**src/rtl/prisel_mask.sv**
```systemverilog
module prisel_mask #(
    parameter int NSRC   = 31,
    parameter int PRIO_W = 3
) (
    input  logic [NSRC:0]               pend,
    input  logic [NSRC:0]               en,
    input  logic [(NSRC+1)*PRIO_W-1:0]  prio,
    output logic [(NSRC+1)*PRIO_W-1:0]  eff_prio
);
    // Slot 0 is a non-existent source: its inputs are dropped.
    logic unused_slot0;
    assign unused_slot0 = ^{pend[0], en[0], prio[PRIO_W-1:0]};

    assign eff_prio[PRIO_W-1:0] = '0;

    genvar i;
    generate
        for (i = 1; i <= NSRC; i++) begin : g_src
            // A zero level already reads as "not a candidate".
            assign eff_prio[i*PRIO_W +: PRIO_W] =
                (pend[i] && en[i]) ? prio[i*PRIO_W +: PRIO_W] : '0;
        end
    endgenerate
endmodule

```
**src/rtl/prisel_tree.sv**
```systemverilog
module prisel_tree #(
    parameter int NSRC   = 31,
    parameter int PRIO_W = 3,
    parameter int ID_W   = $clog2(NSRC + 1)
) (
    input  logic [(NSRC+1)*PRIO_W-1:0] eff_prio,
    output logic [ID_W-1:0]            best_id,
    output logic [PRIO_W-1:0]          best_prio
);
    localparam int LEAVES = 1 << ID_W;
    localparam int NODES  = 2 * LEAVES - 1;

    // Heap layout: node k has children 2k+1 (lower numbers) and 2k+2.
    logic [PRIO_W-1:0] np [NODES];
    logic [ID_W-1:0]   ni [NODES];

    genvar i, k;
    generate
        for (i = 0; i < LEAVES; i++) begin : g_leaf
            if (i <= NSRC) begin : g_real
                assign np[LEAVES-1+i] = eff_prio[i*PRIO_W +: PRIO_W];
            end else begin : g_pad
                assign np[LEAVES-1+i] = '0;
            end
            assign ni[LEAVES-1+i] = ID_W'(i);
        end
        for (k = 0; k < LEAVES - 1; k++) begin : g_node
            logic take_right;
            // The right child wins only when strictly higher, so ties keep the lower number.
            assign take_right = np[2*k+2] > np[2*k+1];
            assign np[k] = take_right ? np[2*k+2] : np[2*k+1];
            assign ni[k] = take_right ? ni[2*k+2] : ni[2*k+1];
        end
    endgenerate

    assign best_prio = np[0];
    assign best_id   = (np[0] == '0) ? '0 : ni[0];
endmodule

```
**src/rtl/irq_prio_select.sv**
```systemverilog
module irq_prio_select #(
    parameter int NSRC   = 31,
    parameter int PRIO_W = 3,
    parameter int ID_W   = $clog2(NSRC + 1)
) (
    input  logic                       clk,
    input  logic                       rst_n,
    input  logic [NSRC:0]              src_pending,
    input  logic [NSRC:0]              src_enable,
    input  logic [(NSRC+1)*PRIO_W-1:0] src_prio,
    input  logic [PRIO_W-1:0]          ctx_threshold,
    output logic [ID_W-1:0]            win_id,
    output logic [PRIO_W-1:0]          win_prio,
    output logic                       ctx_irq
);
    logic [(NSRC+1)*PRIO_W-1:0] eff_prio;
    logic [ID_W-1:0]            best_id;
    logic [PRIO_W-1:0]          best_prio;

    prisel_mask #(.NSRC(NSRC), .PRIO_W(PRIO_W)) u_mask (
        .pend     (src_pending),
        .en       (src_enable),
        .prio     (src_prio),
        .eff_prio (eff_prio)
    );

    prisel_tree #(.NSRC(NSRC), .PRIO_W(PRIO_W), .ID_W(ID_W)) u_tree (
        .eff_prio  (eff_prio),
        .best_id   (best_id),
        .best_prio (best_prio)
    );

    always_ff @(posedge clk or negedge rst_n) begin
        if (!rst_n) begin
            win_id   <= '0;
            win_prio <= '0;
            ctx_irq  <= 1'b0;
        end else begin
            win_id   <= best_id;
            win_prio <= best_prio;
            ctx_irq  <= best_prio > ctx_threshold;
        end
    end
endmodule

```
**config.mk**
```make
export PLATFORM = sky130hd
export DESIGN_NAME = irq_prio_select
export DESIGN_NICKNAME = d
export VERILOG_FILES = /design/src/rtl/prisel_mask.sv /design/src/rtl/prisel_tree.sv /design/src/rtl/irq_prio_select.sv
export SDC_FILE = /design/constraint.sdc
export NUM_CORES = 1
export LEC_CHECK = 0
export BUFFER_PORTS_ARGS = -buffer_cell sky130_fd_sc_hd__buf_2
export CAP_MARGIN = 20
export CORE_UTILIZATION = 45
export CTS_BUF_LIST = sky130_fd_sc_hd__clkbuf_8
export CTS_CLUSTER_DIAMETER = 200
export CTS_CLUSTER_SIZE = 24
export DETAILED_ROUTE_END_ITERATION = 7
export PLACE_DENSITY = 0.78
export SYNTH_ARGS = -nofsm -noshare
export SYNTH_HDL_FRONTEND = slang
export SYNTH_SLANG_ARGS = --single-unit
```
**constraint.sdc**
```tcl
create_clock -name clk -period 0.8 [get_ports clk]
set_input_delay 0.16 -clock clk [delete_from_list [all_inputs] [get_ports clk]]
set_output_delay 0.16 -clock clk [all_outputs]
set_load 0.05 [all_outputs]
```
==> Flow_metrics.wiki, run 1 <==
{| class="wikitable"
! Metric !! Value
|-
| Total track usage || 76.80%
|-
| Total number of placement rows || 36
|-
| Biggest area consumer among synthesized cells || sky130_fd_sc_hd__ha_1
|-
| Clock sinks || 9
|-
| Post-Synthesis Net Count || 863
|-
| Number of ports placed on the die boundary || 174
|-
| Leading register cell type out of synthesis || sky130_fd_sc_hd__dfrtp_1
|-
| Die outline width || 102.3 um
|-
| Worst setup endpoint after the global-route repair_timing || ctx_irq$_DFF_PN0_/D
|-
| Synth unique cells || 55
|-
| Cell area after technology mapping || 4526 sq um
|-
| Kind of the worst endpoint || register input
|-
| Asr flop ratio synth || 100.0%
|-
| Die Y-Extent || 102.3 um
|-
| Total gr overflow || 51
|-
| Post-synthesis average cell area || 7.468 sq um
|-
| Share of the synthesized area in the top cell type || 25.44%
|-
| Final HPWL from detailed placement || 12920 um
|-
| Largest net degree at the start of global routing || 10
|-
| Stage where the flow stopped || global routing
|-
| Run Error || [ERROR GRT-0232] Routing congestion too high. Check the congestion heatmap in the GUI.
|-
| Maximum count of clock buffers along a single path || 2
|-
| Number of port buffers || 168
|-
| Post-synthesis instance total || 606
|-
| FF+latch count, synth || 9
|-
| Number of warning messages in the yosys log || 0
|-
| Synth area leaders || sky130_fd_sc_hd__ha_1, sky130_fd_sc_hd__mux2i_1, sky130_fd_sc_hd__nand3_1
|-
| Seq/Total Area, Yosys || 4.976%
|-
| Starting density of the core || 46.30%
|-
| Gpl congestion || 0.8332
|-
| Cell at the root of the clock tree || sky130_fd_sc_hd__clkbuf_8
|-
| Deepest level of the CTS H-tree || 1
|-
| Placed cell areas || 7614 sq um
|-
| Number of buffers inserted during clock tree synthesis || 3
|-
| Status || aborted with a tool error
|-
| Number of flops mapped to enable cells by yosys || 0
|}
## cell usage after synthesis, drive strengths merged, types with 6 or more instances
master and count:
nand3 92, nand3b 16, o21ai 22, inv 82, a31oi 6, mux2i 46
nor2 16, nand2 32, dfrtp 9, nor2b 16, a211oi 8, a21oi 44
a32oi 10, mux2 22, and3 26, ha 92, a21o 9
## kinds of logic after synthesis
kind of cell / Yosys count / synth area share [%]
compound gates: 134 / 20.63
simple gates: 218 / 26.10
buf+inv: 85 / 7.050
mux: 68 / 15.81
flops: 9 / 4.977
fa+ha+maj: 92 / 25.44
## per-stage QoR
stage | instances | hold WS [ns] | worst slack [ns] | util (%)
2_1_floorplan | 606 | -0.1356 | -5.832 | -
3_5_place_dp | 1136 | 0.01036 | -6.354 | 77.89
3_3_place_gp | 1136 | 0.006834 | -5.864 | 77.89
4_1_cts | 1197 | 0.2510 | -5.670 | 87.80
## routing by layer
metal  track usage (%)  overflow
met5             29.33         0
met1             71.49         4
met2             93.44        26
met4             83.63        20
met3             66.14         1
## what timing repair did
item / in CTS
setup buffers: 57
endpoints found under the setup margin: 18
gates resized for setup: 93
hold endpoints to repair: 9
pin swaps: 44
hold buffers: 1
==> inputs of run 2 (changes only) <==
- CORE_UTILIZATION: 45 -> 30
- CTS_BUF_LIST: sky130_fd_sc_hd__clkbuf_8 -> not set
- CTS_CLUSTER_DIAMETER: 200 -> not set
- CTS_CLUSTER_SIZE: 24 -> not set
- PLACE_DENSITY: 0.78 -> not set
- PLACE_DENSITY_LB_ADDON: not set -> 0.15
==> run 2 against run 1 <==
Against the previous run: the flow now finishes, with violations (DRC, setup timing); area after synthesis did not move; synthesized cell count is the same.
==> Flow_metrics.wiki, run 2 <==
{| class="wikitable"
! Metric !! Value
|-
| Final Critical Period || 6.464 ns
|-
| Hold Crit Endpoint || ctx_irq$_DFF_PN0_
|-
| Most common library cell in the layout ignoring fill and taps || sky130_fd_sc_hd__buf_4
|-
| FILL cells || 1214
|-
| Number of warning messages in the yosys log || 0
|-
| Gpl congestion || 0.8225
|-
| Total number of placement rows || 44
|-
| Total gr overflow || 0
|-
| Synth area leaders || sky130_fd_sc_hd__ha_1, sky130_fd_sc_hd__mux2i_1, sky130_fd_sc_hd__nand3_1
|-
| Ranking of synthesized cells by instance count || sky130_fd_sc_hd__ha_1, sky130_fd_sc_hd__nand3_1, sky130_fd_sc_hd__inv_1, sky130_fd_sc_hd__mux2i_1, sky130_fd_sc_hd__a21oi_1
|-
| Post-synthesis instance total || 606
|-
| Number of port buffers || 168
|-
| Final HPWL from detailed placement || 12330 um
|-
| Die Y-Extent || 124.8 um
|-
| Rel. slew slack || 73.75%
|-
| Area of the die || 15580 sq um
|-
| Leakage || 4.862 nW
|-
| Dpl cells || 1197
|-
| Crit path required time || 0.91 ns
|-
| Worst path most repeated cell || sky130_fd_sc_hd__ha_4
|-
| Fmax || 0.1547 GHz
|-
| Total count of max-transition violations in the final report || 0
|-
| Residual DRC count || 18
|-
| Flip-flop count of the largest register, all copies and words added || 5
|-
| IR drop worst, VDD || 3861 uV
|-
| Clock slew seen by the registers of the worst setup and hold paths || 0.04 ns
|-
| Hold Crit Start || ctx_threshold[0]
|-
| Finished layout cell area || 9518 sq um
|-
| Cell at the root of the clock tree || sky130_fd_sc_hd__clkbuf_16
|-
| Global-route track usage on met3 || 0.8162%
|-
| FF+latch count, synth || 9
|-
| ANT cells || 0
|-
| Depth of the worst hold-timing path || 3
|-
| Final Worst Setup Slack || -5.664 ns
|-
| Final number of setup-violating endpoints || 18
|-
| Starting density of the core || 30.90%
|-
| Worst Setup Path Type || primary input to register
|-
| Initial antenna violation count || 0
|-
| Most frequent cells in the layout || sky130_fd_sc_hd__buf_4, sky130_fd_sc_hd__buf_2, sky130_fd_sc_hd__inv_1
|-
| HP Class || primary input to register
|-
| Share of post-route cells with drive strength above 1 || 65.90%
|-
| Status || finished, violations left
|-
| Launching element type of the critical path || primary input
|-
| Post-synthesis average cell area || 7.468 sq um
|-
| Max-Cap Viols || 0
|-
| Deepest level of the CTS H-tree || 1
|-
| Met1 track demand over resource || 21.00%
|-
| Share of the core filled with cells || 64.99%
|-
| Via count || 6265
|-
| Number of flops mapped to enable cells by yosys || 0
|-
| Syn-to-layout area delta || 110.3%
|-
| Cell area after technology mapping || 4526 sq um
|-
| Global routing usage on met2 || 38.04%
|-
| Biggest register || win_id
|-
| Wire length of the first global-routing pass || 25000 um
|-
| Largest net degree at the start of global routing || 10
|-
| Transition time at the pin with the least slew margin || 0.3911 ns
|-
| Pre-Repair DR Iteration Count || 6
|-
| Die outline width || 124.8 um
|-
| Total power || 28.79 mW
|-
| Asr flop ratio synth || 100.0%
|-
| Via density per instance || 4.949
|-
| Routed WL per cell || 12.15 um
|-
| Synth unique cells || 55
|-
| Post-Synthesis Net Count || 863
|-
| Number of ports placed on the die boundary || 174
|-
| Leading register cell type out of synthesis || sky130_fd_sc_hd__dfrtp_1
|-
| Cell area power density || 3025 nW/um^2
|-
| Worst stage delay on the critical path || 0.41 ns
|-
| CTS tree || yes
|-
| Clock sinks || 9
|-
| DRT iter0 DRCs || 98
|-
| Placeable Area || 14640 sq um
|-
| Global routing's busiest layer || met2
|-
| Vias in the first global route || 6165
|-
| Final layout net count || 1340
|-
| Max Fanout on Critical Path || 4
|-
| Seq/Total Area, Yosys || 4.976%
|-
| Crit-path slowest cell || sky130_fd_sc_hd__or3b_4
|-
| Arrival time reported for the critical path endpoint || 6.57 ns
|-
| Biggest area consumer among synthesized cells || sky130_fd_sc_hd__ha_1
|-
| Failing checks || DRC, setup timing
|-
| Final clock period utilization by the worst path || 808.0%
|-
| Share of the synthesized area in the top cell type || 25.44%
|-
| Leading registers by flop count || win_id x5, win_prio x3, ctx_irq x1
|-
| Maximum count of clock buffers along a single path || 2
|-
| Count of placed standard cells in the final layout, fillers left out || 1266
|-
| Placed cell areas || 7765 sq um
|-
| Final Hold Fails || 0
|-
| Post-route antenna net violation count || 0
|-
| Setup repair after global routing missed its margin || true
|-
| Number of buffers inserted during clock tree synthesis || 3
|-
| Detailed-route wire length || 15380 um
|-
| Total track usage || 18.31%
|-
| Critical path capture point type || register
|}
## run 2: layer usage
metal | share of wire (%) | routed length (um)
met4 | 0.95 | 146
met1 | 42 | 6499
met5 | 0 | 0
met2 | 54 | 8337
met3 | 2.6 | 393
## run 2: area by class of cell
| class | instances | area [sq um] | share of cell area, % |
|---|---|---|---|
| Tap cell | 184 | 230.2 | 2.419 |
| Timing Repair Buffer | 475 | 3309 | 34.77 |
| Multi-Input combinational cell | 512 | 5355 | 56.26 |
| Inverter | 82 | 317.8 | 3.339 |
| Clock inverter | 1 | 5.005 | 0.05258 |
| Clock buffer | 3 | 75.07 | 0.7887 |
| Sequential cell | 9 | 225.2 | 2.366 |
## run 2: logic make-up after synthesis
family | count (synthesis) | share of synthesized area (%)
buffers and inverters | 85 | 7.050
adders and majority gates | 92 | 25.44
AOI/OAI and AO/OA | 134 | 20.63
DFF | 9 | 4.977
muxes | 68 | 15.81
and+or+nand+nor | 218 | 26.10
## run 2: worst max-delay path by stage
stage / startpoint / to / slack [ns] / cells past startpoint
3_5_place_dp: src_pending[31] / ctx_irq$_DFF_PN0_ / -6.23 / 38
2_1_floorplan: src_prio[17] / ctx_irq$_DFF_PN0_ / -5.83 / 38
3_3_place_gp: src_pending[31] / ctx_irq$_DFF_PN0_ / -5.93 / 36
4_1_cts: src_pending[17] / ctx_irq$_DFF_PN0_ / -5.65 / 37
6_report: src_prio[77] / ctx_irq$_DFF_PN0_ / -5.66 / 35
5_1_grt: src_pending[4] / ctx_irq$_DFF_PN0_ / -6.01 / 36
## run 2: worst max-delay path: cells and delay by family
family / cells / cell delay [ns]
AO/OA/AOI/OAI: 13 / 1.89
multiplexers: 4 / 1.22
AND/OR/NAND/NOR: 8 / 1.36
buffers and inverters: 4 / 0.44
adder cells (fa/ha/maj): 6 / 1.51
## run 2: power by group
| part | internal, mW | total [mW] | switching [mW] |
|---|---|---|---|
| clock | 0.658 | 0.870 | 0.212 |
| sequential | 0.724 | 0.789 | 0.0651 |
| combinational | 15.0 | 27.1 | 12.1 |
## run 2: per-stage QoR
step	hold slack (ns)	setup slack (ns)	setup TNS, ns
6_report	0.2514	-5.664	-48.95
5_1_grt	0.2859	-6.012	-51.88
4_1_cts	0.2591	-5.646	-48.87
3_5_place_dp	0.01620	-6.233	-52.00
3_3_place_gp	0.009511	-5.931	-49.58
2_1_floorplan	-0.1356	-5.832	-47.43
## run 2: what timing repair did
item / in CTS / in global routing
resized for setup: 77 / 156
setup buffers: 29 / 35
cloned: 0 / 0
endpoints found under the setup margin: 18 / 18
endpoints found under the hold margin: 9 / 0
pin swaps: 39 / 67
hold buffers: 1 / 0
No activity file was read; power rests on OpenSTA's default activity.
==> inputs of run 3 (changes only) <==
- ABC_AREA: not set -> 1
==> run 3 against run 2 <==
Against the previous run: non-clock buffer count up 77; critical path depth grew 14; final cell count is 20% higher; worst hold slack improved by 0.062 ns; the run ends with setup timing left; core utilization increased by 4.7 points; synthesized cell count up 29%; global-route usage increased by 2.0 points; area after synthesis is 0.22% lower.
==> Flow_metrics.wiki, run 3 <==
{| class="wikitable"
! Metric !! Value
|-
| Worst stage delay on the critical path || 0.27 ns
|-
| Synth unique cells || 32
|-
| Total area of multi-input combinational cells || 5334 sq um
|-
| Placed cell areas || 7886 sq um
|-
| Cell area after technology mapping || 4516 sq um
|-
| Leading register cell type out of synthesis || sky130_fd_sc_hd__dfrtp_1
|-
| HP Class || primary input to register
|-
| Total count of max-transition violations in the final report || 0
|-
| Total track usage || 20.32%
|-
| Initial antenna violation count || 0
|-
| Die Y-Extent || 124.7 um
|-
| Placement Setup Slack || -5.239 ns
|-
| CTS tree || yes
|-
| Final Critical Period || 5.469 ns
|-
| Via count || 7028
|-
| Total gr overflow || 0
|-
| Biggest register || win_id
|-
| Post-synthesis instance total || 779
|-
| Post-Synthesis Net Count || 1036
|-
| Seq/Total Area, Yosys || 4.988%
|-
| Max Fanout on Critical Path || 5
|-
| Crit-path slowest cell || sky130_fd_sc_hd__ha_4
|-
| Total number of placement rows || 44
|-
| Final layout net count || 1593
|-
| Dpl cells || 1421
|-
| Cell at the root of the clock tree || sky130_fd_sc_hd__clkbuf_16
|-
| Fmax || 0.1828 GHz
|-
| Placeable Area || 14590 sq um
|-
| Number of warning messages in the yosys log || 0
|-
| Number of flops mapped to enable cells by yosys || 0
|-
| Biggest area consumer among synthesized cells || sky130_fd_sc_hd__ha_1
|-
| Worst Setup Path Type || primary input to register
|-
| Share of the synthesized area in the top cell type || 25.49%
|-
| Via density per instance || 4.627
|-
| Clock sinks || 9
|-
| Failing checks || setup timing
|-
| Synth area leaders || sky130_fd_sc_hd__ha_1, sky130_fd_sc_hd__nand2_1, sky130_fd_sc_hd__nand3_1
|-
| Syn-to-layout area delta || 125.1%
|-
| Final HPWL from detailed placement || 12110 um
|-
| Critical path capture point type || register
|-
| Vias in the first global route || 6748
|-
| Rel. slew slack || 78.31%
|-
| Depth of the worst hold-timing path || 3
|-
| Launching element type of the critical path || primary input
|-
| Transition time at the pin with the least slew margin || 0.3219 ns
|-
| FF+latch count, synth || 9
|-
| Final clock period utilization by the worst path || 683.7%
|-
| Area of the die || 15550 sq um
|-
| Flip-flop count of the largest register, all copies and words added || 5
|-
| Launching instance or port of the critical path || src_pending[18]
|-
| Max-Cap Viols || 0
|-
| Asr flop ratio synth || 100.0%
|-
| Most numerous cell in the Yosys netlist || sky130_fd_sc_hd__nand2_1
|-
| Pre-Repair DR Iteration Count || 6
|-
| Most common library cell in the layout ignoring fill and taps || sky130_fd_sc_hd__buf_4
|-
| Detailed-route wire length || 17710 um
|-
| Hold Crit Start || ctx_threshold[0]
|-
| Number of port buffers || 168
|-
| Final Hold Fails || 0
|-
| Number of buffers inserted during clock tree synthesis || 3
|-
| Hold Crit Endpoint || ctx_irq$_DFF_PN0_
|-
| Routed WL per cell || 11.66 um
|-
| Maximum count of clock buffers along a single path || 2
|-
| Post-synthesis average cell area || 5.797 sq um
|-
| Residual DRC count || 0
|-
| FILL cells || 1225
|-
| Post-route antenna net violation count || 0
|-
| Clock slew seen by the registers of the worst setup and hold paths || 0.04 ns
|-
| Worst path most repeated cell || sky130_fd_sc_hd__nand2_2
|-
| Starting density of the core || 30.95%
|-
| Status || finished, violations left
|-
| Number of ports placed on the die boundary || 174
|-
| Count of placed standard cells in the final layout, fillers left out || 1519
|-
| Final Worst Setup Slack || -4.669 ns
|-
| Sequential cell area in the final layout || 225.2 sq um
|-
| Share of post-route cells with drive strength above 1 || 65.77%
|-
| ANT cells || 0
|-
| DRT iter0 DRCs || 159
|-
| Deepest level of the CTS H-tree || 1
|-
| Leading registers by flop count || win_id x5, win_prio x3, ctx_irq x1
|-
| Largest net degree at the start of global routing || 10
|-
| Most frequent cells in the layout || sky130_fd_sc_hd__buf_4, sky130_fd_sc_hd__buf_2, sky130_fd_sc_hd__nand2_1
|-
| Crit path required time || 0.94 ns
|-
| Ranking of synthesized cells by instance count || sky130_fd_sc_hd__nand2_1, sky130_fd_sc_hd__nand3_1, sky130_fd_sc_hd__inv_1, sky130_fd_sc_hd__ha_1, sky130_fd_sc_hd__nor2_1
|-
| Arrival time reported for the critical path endpoint || 5.61 ns
|-
| Finished layout cell area || 10170 sq um
|-
| Wire length of the first global-routing pass || 27540 um
|-
| Gpl congestion || 0.7957
|-
| Final number of setup-violating endpoints || 18
|-
| Die outline width || 124.7 um
|-
| Setup repair after global routing missed its margin || true
|}
run 3: cell count changes after synthesis, moves of 10 or more:
| cell | change |
|---|---|
| sky130_fd_sc_hd__nand2_1 | +177 |
| sky130_fd_sc_hd__o21ai_0 | +28 |
| sky130_fd_sc_hd__nand3_1 | +40 |
| sky130_fd_sc_hd__mux2_2 | -19 |
| sky130_fd_sc_hd__mux2i_1 | -45 |
| sky130_fd_sc_hd__and3_1 | -14 |
| sky130_fd_sc_hd__nor2_1 | +45 |
| sky130_fd_sc_hd__and2_1 | +16 |
| sky130_fd_sc_hd__inv_1 | +24 |
| sky130_fd_sc_hd__a21oi_1 | -10 |
| sky130_fd_sc_hd__nor2b_1 | -15 |
| sky130_fd_sc_hd__nand2_2 | +12 |
run 3: repair_timing:
item	CTS	global route
setup endpoints to repair	18	18
endpoints found under the hold margin	9	0
resized for setup	204	157
buffers inserted	76	19
cloned	0	0
hold buffers	1	0
pin swaps	123	105
run 3: worst max-delay path by stage:
stage / to / slack (ns)
2_1_floorplan: ctx_irq$_DFF_PN0_ / -4.55
3_3_place_gp: ctx_irq$_DFF_PN0_ / -5.17
3_5_place_dp: ctx_irq$_DFF_PN0_ / -5.24
4_1_cts: ctx_irq$_DFF_PN0_ / -4.41
5_1_grt: ctx_irq$_DFF_PN0_ / -5.05
6_report: ctx_irq$_DFF_PN0_ / -4.67
run 3: worst max-delay path: cells and delay by family:
kind | cells | cell delay, ns
AOI/OAI and AO/OA | 3 | 0.39
and+or+nand+nor | 31 | 2.77
adders and majority gates | 6 | 1.56
buffers and inverters | 9 | 0.72
run 3: final cells by class:
cell class,count,share of cell area (%)
repair buffers,552,38.23
well taps,184,2.265
inverters,107,4.049
multi-input cells,663,52.47
clock buffers,4,0.7754
flip-flops and latches,9,2.215
run 3: routing by layer:
metal / vias up / track usage, % / wire [um]
met3: 14 / 0.7732 / 395
met1: 3141 / 24.89 / 7631
met5: - / 0 / 0
li1: 3745 / - / -
met2: 128 / 39.45 / 9488
met4: 0 / 2.835 / 193
run 3: cell families after synthesis:
kind of cell | share of synthesized area (%)
AOI/OAI and AO/OA | 13.47
buffers and inverters | 8.894
and+or+nand+nor | 46.94
DFF | 4.988
adders and majority gates | 25.49
muxes | 0.2217
run 3: through the flow:
stage	utilization [%]	hold WS (ns)	setup TNS, ns
2_1_floorplan	-	-0.1356	-38.27
4_1_cts	64.26	0.2749	-39.67
6_report	69.68	0.3133	-41.78
5_1_grt	69.68	0.3296	-45.23
3_3_place_gp	54.06	0.01160	-44.78
3_5_place_dp	54.06	0.01180	-45.24
Power of run 3 is not shown: default switching activity piles up to over one toggle a cycle in this logic, so the estimate is an artifact.
==> inputs of run 4 (changes only) <==
- CELL_PAD_IN_SITES_DETAIL_PLACEMENT: not set -> 1
- CELL_PAD_IN_SITES_GLOBAL_PLACEMENT: not set -> 2
- CORE_UTILIZATION: 30 -> 27
- PLACE_DENSITY: not set -> 0.9
- PLACE_DENSITY_LB_ADDON: 0.15 -> not set
==> run 4 against run 3 <==
Against the previous run: the run still ends with setup timing left; non-clock buffer count is 23 lower; worst hold slack gained 0.018 ns; sequential cell count is the same; routed wire length increased by 130%; design area is 5.6% higher; setup slack worse by 0.89 ns; global-route usage up 11 points; critical path depth fell by 2; core utilization is 3.1 points lower; final cell count rose by 0.66%; die area rose by 11%; critical path type unchanged.
==> Flow_metrics.wiki, run 4 (synthesized netlist as in run 3, its figures left out) <==
{| class="wikitable"
! Metric !! Value
|-
| Status || finished, violations left
|-
| Failing checks || setup timing
|-
| Launching instance or port of the critical path || src_enable[2]
|-
| Transition time at the pin with the least slew margin || 0.4846 ns
|-
| Share of the core filled with cells || 66.63%
|-
| Share of post-route cells with drive strength above 1 || 72.41%
|-
| Final number of setup-violating endpoints || 18
|-
| Final Critical Period || 6.363 ns
|-
| Final Hold Fails || 0
|-
| Maximum count of clock buffers along a single path || 2
|-
| Final HPWL from detailed placement || 16120 um
|-
| Worst path most repeated cell || sky130_fd_sc_hd__nand2_4
|-
| Clock slew seen by the registers of the worst setup and hold paths || 0.04 ns
|-
| Critical path capture point type || register
|-
| Largest net degree at the start of global routing || 10
|-
| Leading registers by flop count || win_id x5, win_prio x3, ctx_irq x1
|-
| Biggest register || win_id
|-
| Number of buffers inserted during clock tree synthesis || 3
|-
| Crit path required time || 0.94 ns
|-
| Starting density of the core || 28.02%
|-
| Arrival time reported for the critical path endpoint || 6.51 ns
|-
| Fmax || 0.1572 GHz
|-
| Final layout net count || 1570
|-
| Flip-flop count of the largest register, all copies and words added || 5
|-
| Die Y-Extent || 131.3 um
|-
| Crit-path slowest cell || sky130_fd_sc_hd__ha_1
|-
| Wire length of the first global-routing pass || 44190 um
|-
| Initial antenna violation count || 1
|-
| Cell at the root of the clock tree || sky130_fd_sc_hd__clkbuf_16
|-
| CTS tree || yes
|-
| DRT iter0 DRCs || 699
|-
| Count of placed standard cells in the final layout, fillers left out || 1529
|-
| Hold Crit Start || ctx_threshold[0]
|-
| Routed WL per cell || 26.95 um
|-
| Number of ports placed on the die boundary || 174
|-
| Number of port buffers || 168
|-
| Setup repair after global routing missed its margin || true
|-
| Max-Cap Viols || 0
|-
| Depth of the worst hold-timing path || 3
|-
| Residual DRC count || 0
|-
| Area of the die || 17240 sq um
|-
| Max Fanout on Critical Path || 5
|-
| Total track usage || 31.30%
|-
| Deepest level of the CTS H-tree || 1
|-
| Total count of max-transition violations in the final report || 0
|-
| Placeable Area || 16120 sq um
|-
| Launching element type of the critical path || primary input
|-
| Final Worst Setup Slack || -5.563 ns
|-
| Gpl congestion || 0.8174
|-
| Via density per instance || 5.912
|-
| Pre-Repair DR Iteration Count || 6
|-
| Most frequent cells in the layout || sky130_fd_sc_hd__buf_4, sky130_fd_sc_hd__buf_2, sky130_fd_sc_hd__nand2_2, sky130_fd_sc_hd__nand2_1, sky130_fd_sc_hd__nand3_1
|-
| Worst stage delay on the critical path || 0.35 ns
|-
| Post-route antenna net violation count || 0
|-
| Via count || 9040
|-
| Detailed-route wire length || 41200 um
|-
| Die outline width || 131.3 um
|-
| HP Class || primary input to register
|-
| Clock sinks || 9
|-
| Rel. slew slack || 67.35%
|-
| Total number of placement rows || 46
|-
| Final clock period utilization by the worst path || 795.3%
|-
| Most common library cell in the layout ignoring fill and taps || sky130_fd_sc_hd__buf_4
|-
| Vias in the first global route || 8949
|-
| Dpl cells || 1452
|-
| Worst Setup Path Type || primary input to register
|-
| Total gr overflow || 0
|-
| Syn-to-layout area delta || 137.8%
|-
| Hold Crit Endpoint || ctx_irq$_DFF_PN0_
|}
## run 4: cell count changes in the layout (fill, tap and decap cells not counted), moves of 7 or more
cell	before	now
sky130_fd_sc_hd__buf_4	374	353
sky130_fd_sc_hd__nor2_1	42	26
sky130_fd_sc_hd__ha_4	39	51
sky130_fd_sc_hd__o21ai_4	4	15
sky130_fd_sc_hd__nand3_4	6	13
sky130_fd_sc_hd__inv_1	74	59
sky130_fd_sc_hd__nand2_1	119	87
sky130_fd_sc_hd__ha_1	50	32
sky130_fd_sc_hd__nand2_4	15	45
sky130_fd_sc_hd__nor2_2	15	25
sky130_fd_sc_hd__inv_2	30	39
## run 4: worst max path at each step
stage / cells past startpoint / slack (ns) / endpoint
floorplan: 47 / -4.55 / ctx_irq$_DFF_PN0_
global placement: 44 / -5.07 / ctx_irq$_DFF_PN0_
detailed placement: 45 / -5.31 / ctx_irq$_DFF_PN0_
CTS: 46 / -4.68 / ctx_irq$_DFF_PN0_
global route: 46 / -5.64 / ctx_irq$_DFF_PN0_
finish: 47 / -5.56 / ctx_irq$_DFF_PN0_
## run 4: what timing repair did
| action | CTS | global route |
|---|---|---|
| endpoints found under the hold margin | 9 | 0 |
| pin swaps | 97 | 157 |
| setup endpoints to repair | 18 | 18 |
| gates resized for setup | 193 | 329 |
| hold buffers | 1 | 0 |
| buffers inserted | 33 | 41 |
## run 4: layout make-up
cell class / instances / area (sq um)
Multi-Input combinational cell: 663 / 6033
Fill cell: 2001 / 5378
Timing Repair Buffer: 529 / 3696
Inverter: 107 / 431.7
Tap cell: 216 / 270.3
Sequential cell: 9 / 225.2
Clock buffer: 4 / 78.83
Antenna cell: 1 / 2.502
## run 4: stage by stage
step / area [sq um] / TNS [ns] / hold WS [ns] / setup WS, ns
after floorplan: 4638 / -38.27 / -0.1356 / -4.551
after global placement: 7919 / -43.90 / 0.01154 / -5.074
after detailed placement: 7919 / -45.71 / 0.01703 / -5.309
after CTS: 9105 / -41.61 / 0.3194 / -4.684
after global routing: 10740 / -50.41 / 0.3411 / -5.642
final: 10740 / -49.70 / 0.3315 / -5.563
## run 4: routing by layer
metal  vias up  global-route usage (%)  share of wire, %
li1       3701                       -                 -
met1      4334                   30.59                34
met4         0                   16.28                11
met5         -                       0                 0
met2       669                   63.39                48
met3       336                   3.704               7.1
## run 4: critical path: cells and delay by family
kind,cells,cell delay (ns)
compound gates,3,0.52
buf+inv,9,0.95
simple gates,29,3.36
fa+ha+maj,6,1.51
Power of run 4 is left out for the same reason.
